$ cat src/rtl/pltc_pkg.sv
package pltc_pkg;

  typedef enum logic [1:0] {
    ST_IDLE = 2'd0,
    ST_WAIT = 2'd1,
    ST_TEST = 2'd2
  } pltc_state_e;

  localparam int unsigned REG_CTRL     = 0;
  localparam int unsigned REG_OVERRIDE = 1;
  localparam int unsigned REG_VERDICT  = 2;

  // true when no more than one bit of the vector is set
  function automatic logic at_most_one(input logic [31:0] v, input int unsigned n);
    int unsigned cnt;
    cnt = 0;
    for (int unsigned i = 0; i < 32; i++) begin
      if (i < n && v[i]) cnt++;
    end
    return (cnt <= 1);
  endfunction

endpackage

$ cat src/rtl/pltc_sequencer.sv
module pltc_sequencer
  import pltc_pkg::*;
(
  input  logic clk,
  input  logic rst_n,
  input  logic beam_info,
  input  logic ctrl_wr,
  input  logic ctrl_bit,
  input  logic verdict_wr,
  output logic in_test,
  output logic req_bit,
  output logic arm_pulse,
  output logic enter_pulse,
  output logic leave_pulse
);

  pltc_state_e state_q, state_d;

  always_comb begin
    state_d = state_q;
    unique case (state_q)
      ST_IDLE: if (ctrl_wr && ctrl_bit) state_d = ST_WAIT;
      ST_WAIT: begin
        if (ctrl_wr && !ctrl_bit)  state_d = ST_IDLE;
        else if (!beam_info)       state_d = ST_TEST;
      end
      ST_TEST: if (verdict_wr) state_d = ST_IDLE;
      default: state_d = ST_IDLE;
    endcase
  end

  always_ff @(posedge clk) begin
    if (!rst_n) begin
      state_q <= ST_IDLE;
      req_bit <= 1'b0;
    end else begin
      state_q <= state_d;
      req_bit <= (state_d != ST_IDLE);
    end
  end

  assign in_test     = (state_q == ST_TEST);
  assign arm_pulse   = (state_q == ST_IDLE) && (state_d == ST_WAIT);
  assign enter_pulse = (state_q == ST_WAIT) && (state_d == ST_TEST);
  assign leave_pulse = (state_q == ST_TEST) && (state_d == ST_IDLE);

endmodule

$ cat config.mk
export PLATFORM = sky130hd
export DESIGN_NAME = pltc_sequencer
export DESIGN_NICKNAME = d
export VERILOG_FILES = /design/src/rtl/pltc_pkg.sv /design/src/rtl/pltc_sequencer.sv
export SDC_FILE = /design/constraint.sdc
export NUM_CORES = 1
export LEC_CHECK = 0
export ABC_AREA = 1
export BUFFER_PORTS_ARGS = -buffer_cell sky130_fd_sc_hd__buf_2
export CAP_MARGIN = 20
export CORE_AREA = 8 8 45 47
export DETAILED_ROUTE_END_ITERATION = 6
export DIE_AREA = 0 0 53 55
export PLACE_DENSITY = 0.31
export SLEW_MARGIN = 20
export SYNTH_ARGS = -nofsm -noshare
export SYNTH_HDL_FRONTEND = slang
export SYNTH_SLANG_ARGS = --single-unit
$ cat constraint.sdc
create_clock -name clk -period 1.15 [get_ports clk]
set_input_delay 0.1725 -clock clk [delete_from_list [all_inputs] [get_ports clk]]
set_output_delay 0.1725 -clock clk [all_outputs]
set_load 0.02 [all_outputs]
Yosys cells after proc, flatten, opt, wreduce, memory -nomap -nowiden

Index checks and enable logic that the tools add are counted.

Add/subtract/negate cells: 0
Multipliers: 0
Divide/modulo/power cells: 0
Magnitude comparators: 0
Equality and inequality tests: 4
Shift-type cells: 0
Mux-type cells: 5
Bitwise gates (word level): 0
Reductions and logical operators: 9

Operator list:

| operator                                      | count |
|---|---|
| 2-to-1 mux 2 bit                              | 4 |
| one-hot mux 2 bit (3 select lines)            | 1 |
| logical AND 1 bit                             | 5 |
| == test 2 x 1 -> 1 bit, second input constant | 2 |
| == test 2 bit, second input constant          | 2 |
| zero test 2 bit                               | 2 |
| nonzero test 2 bit                            | 1 |
| zero test 1 bit                               | 1 |

Register bits after elaboration: 3
Latch bits: 0
Bits in writable memories: 0
Bits in read-only memories: 0
Input port bits: 6
Output and inout port bits: 5
Logic and storage cells: 20
Memories kept: 0

Longest topological paths before layout

Depth in word-level cells: 6
Gate-level depth with buffers: 6

Least setup slack after synthesis

OpenSTA, ideal clock, no wires.

Path kind: reg2out
Start: register state_q[1]
End: output leave_pulse
Arrival time: 0.905 ns
Setup slack: 0.073 ns
Cell stages (with the launch flop): 5
Buffers on the path: 0
Cells stage by stage: dfxtp_1 -> inv_2 -> nor2_2 -> nand3_1 -> inv_1

Elaborated cells on any way between the ends: 10

RTL lines:

| element                            | RTL line             | source |
|---|---|---|
| from (decl)                        | pltc_sequencer.sv:17 | `pltc_state_e state_q, state_d;` |
| from (signal assigned)             | pltc_sequencer.sv:37 | `state_q <= state_d;` |
| == test 2 bit *                    | --                   |  |
| via in_test                        | pltc_sequencer.sv:10 | `output logic in_test,` |
| one-hot mux 2 bit (3 select lines) | pltc_sequencer.sv:21 | `unique case (state_q)` |
| zero test 2 bit                    | pltc_sequencer.sv:45 | `assign leave_pulse = (state_q == ST_TEST) && (state_d == ST_IDLE);` |
| logical AND 1 bit *                | pltc_sequencer.sv:45 |  |
| to (decl)                          | pltc_sequencer.sv:14 | `output logic leave_pulse` |

Mark *: on every way through the listed nets, which the timed path passes. The rest lies on a longest branch.

Worst setup path in the final report

Start: register state_q[1]
End: output arm_pulse

Word-level cells in the longest chain between the ends: 5
Elaborated cells on any way between the ends: 10

RTL lines:

| element                            | RTL line             | source |
|---|---|---|
| 2-to-1 mux 2 bit                   | pltc_sequencer.sv:25 | `else if (!beam_info) state_d = ST_TEST;` |
| 2-to-1 mux 2 bit                   | pltc_sequencer.sv:24 | `if (ctrl_wr && !ctrl_bit) state_d = ST_IDLE;` |
| one-hot mux 2 bit (3 select lines) | pltc_sequencer.sv:21 |  |
| == test 2 x 1 -> 1 bit             | pltc_sequencer.sv:43 | `assign arm_pulse = (state_q == ST_IDLE) && (state_d == ST_WAIT);` |
| logical AND 1 bit *                | pltc_sequencer.sv:43 |  |
| to (decl)                          | pltc_sequencer.sv:12 | `output logic arm_pulse,` |

Mark *: on every way between the ends. The rest lies on a longest branch, timed or not.

==> out/results.ini <==
[detailed_routing]
drc=0
drt-total-wl_um=479
via_per_inst=3.565
ant_nets=0
via_count=221
drtIter0Drc=2
first_pass_iters=2
wl_per_cell_um=7.726

[timing]
finalHoldViolCount=0
worst_slack_ns=-0.08810
fmax_mhz=807.7
slew_violations=0
finalSetupTns_ns=-0.1870
slew_headroom_pct=91.64
fin_skew_ns=0.001801
min_period_over_period_pct=107.7
setup_viol=3
holdWs_ns=0.1685
timing.final.crit_period_ns=1.238
worstMarginPinSlew_ns=0.1253
rsz0062_at_grt=true

[floorplan]
die_x_um=53
fp-row-count=14
die_h_um=55
dieArea_um2=2915
initial_core_util_pct=13.02
io_pins=11
core-area_um2=1384

[flow_run]
cap_violations=0

[global_route]
antenna_found_initial=0
grt_max_degree=5
grt.total_usage_pct=4.094
grt_pass1_vias=218
grt_pass1_wl_um=807
gr-total-overflow=0

[worst_setup_path]
crit_slowest_cell=dfxtp_4
critical_path_arrival_ns=1.07
path_cells=inv_4 > nand3_2 > nand2_2 > nand2_1 > nor2_1 > buf_4
critPathCaptureType=output pin
path_buf_inv=2
critPathLaunchType=register
reg2regPathDepth=7
cp_top_family=flip-flops
criticalPathCategory=reg2out
path_max_fanout=4
crit_cells=6
critPathMaxStageDelay_ns=0.35
worstPathRequired_ns=0.98

[cts]
insertion_delay_ns=0.23
cts_max_level=1
hold_buffers=0
numCtsBuffers=3
root_buffer=clkbuf_4
path_clk_slew_ns=0.04
cts_buffer_depth=2
cts_num_sinks=3
cts_tree=done

[logic_synthesis]
ys_seq_elements=3
ys_warn_count=0
synth_area_leaders=dfxtp_1 33%, nand2_1 19%, inv_1 15%, nand3_1 11%, nor2_2 6.9%
yosysTopAreaCellShare_pct=33.33
syn_area_um2=180.2
seq_area_frac_synth_pct=33.33
synth_area_leader_cell=dfxtp_1
yosysUniqueCellTypes=9
syn_nets=36
netlist_instances=30
syn_area_per_cell_um2=6.006

[placement]
port_buffers=10
placed_area_um2=250.2
gp_congestion=0.6619
hpwl_um=413.5

[pwr]
leakagePower_nw=0.2098
peakVddDrop_v=0.0003708
p_per_area_nw_per_um2=1148

[worst_hold_path]
whs_path_depth=3
min_path_type=in2reg

[finish]
regArea_um2=67.56
fill_cells=181
final_layout_size_suffix_gt1_share_pct=56.52
diodes=0
syn_to_final_growth_pct=83.33
layout.cell_area.non_filler_um2=330.3
nNetsFinal=53
multi_input_comb_area_um2=101.3

[status]
violations=negative setup slack
status=finished with violations

## per-layer routing
layer,vias to the layer above,part of all wire [%],GRT usage [%]
met5,-,0,0
met4,0,2.9,6.466
met3,2,17,2.406
met2,9,46,5.469
met1,92,33,3.485
li1,118,-,-
## cells in the mapped netlist
| library cell | number |
|---|---|
| inv_2 | 2 |
| and2_1 | 1 |
| dfxtp_1 | 3 |
| inv_1 | 7 |
| nand2_1 | 9 |
| nor2_2 | 2 |
| nand3_1 | 4 |
| nand3_2 | 1 |
| nor2_1 | 1 |
## registers in the layout (all words and copies together) (netlist names)
name     cells
state_q      2
req_bit      1
## per-stage QoR
| stage | utilization (%) | power (W) | worst slack [ns] | instances |
|---|---|---|---|---|
| final | 23.87 | 0.0003793 | -0.08810 | 62 |
| after global routing | 23.87 | 0.0004083 | -0.1718 | 62 |
| after CTS | 21.88 | 0.0003866 | -0.1037 | 62 |
| after detailed placement | 18.08 | 0.0001830 | 0.1007 | 56 |
| after global placement | 18.08 | 0.0001832 | 0.09510 | 56 |
| after floorplan | - | 0.0001579 | 0.07283 | 30 |
## power by group
group	switching, W	total (W)	internal (W)
combinational	0.0000430	0.0000814	0.0000383
clock	0.0000520	0.000182	0.000130
sequential	0.00000653	0.000116	0.000110
## cell type report
type	count	share of cell area [%]
multi-input combinational	18	30.68
clock buffer	4	7.955
timing repair buffer	12	23.11
sequential	3	20.45
tap	16	6.061
inverter	9	11.74
## worst paths after layout
check | from | endpoint | slack (ns)
worst max register to register | state_q[0] | req_bit | 0.22
worst min-delay path | rst_n | state_q[1] | 0.17
worst min register to register | state_q[0] | state_q[1] | 0.66
worst max-delay path | state_q[1] | arm_pulse | -0.09
## repair_timing
| action | CTS | global route |
|---|---|---|
| setup endpoints to repair | 4 | 4 |
| endpoints found under the hold margin | 0 | 0 |
| setup buffers | 2 | 0 |
| resized for setup | 5 | 9 |
| pin swaps | 1 | 2 |
## placed cells by master (no fill, tap or decap)
master / instances
and2_4: 1
buf_2: 7
buf_4: 4
buf_6: 1
clkbuf_1: 1
clkbuf_4: 3
dfxtp_1: 1
dfxtp_4: 2
inv_1: 7
inv_4: 2
nand2_1: 8
nand2_2: 1
nand3_1: 2
nand3_2: 3
nor2_1: 1
nor2_2: 2
## tightest hold or removal path, stage by stage
cell	delay, ns
buf_2	0.09
nand2_1	0.06
inv_1	0.04
## cell families after synthesis
group / share of synthesized area, %
flops: 33.33
buf+inv: 18.75
simple gates: 47.92
(Power assumes the default switching activity.)
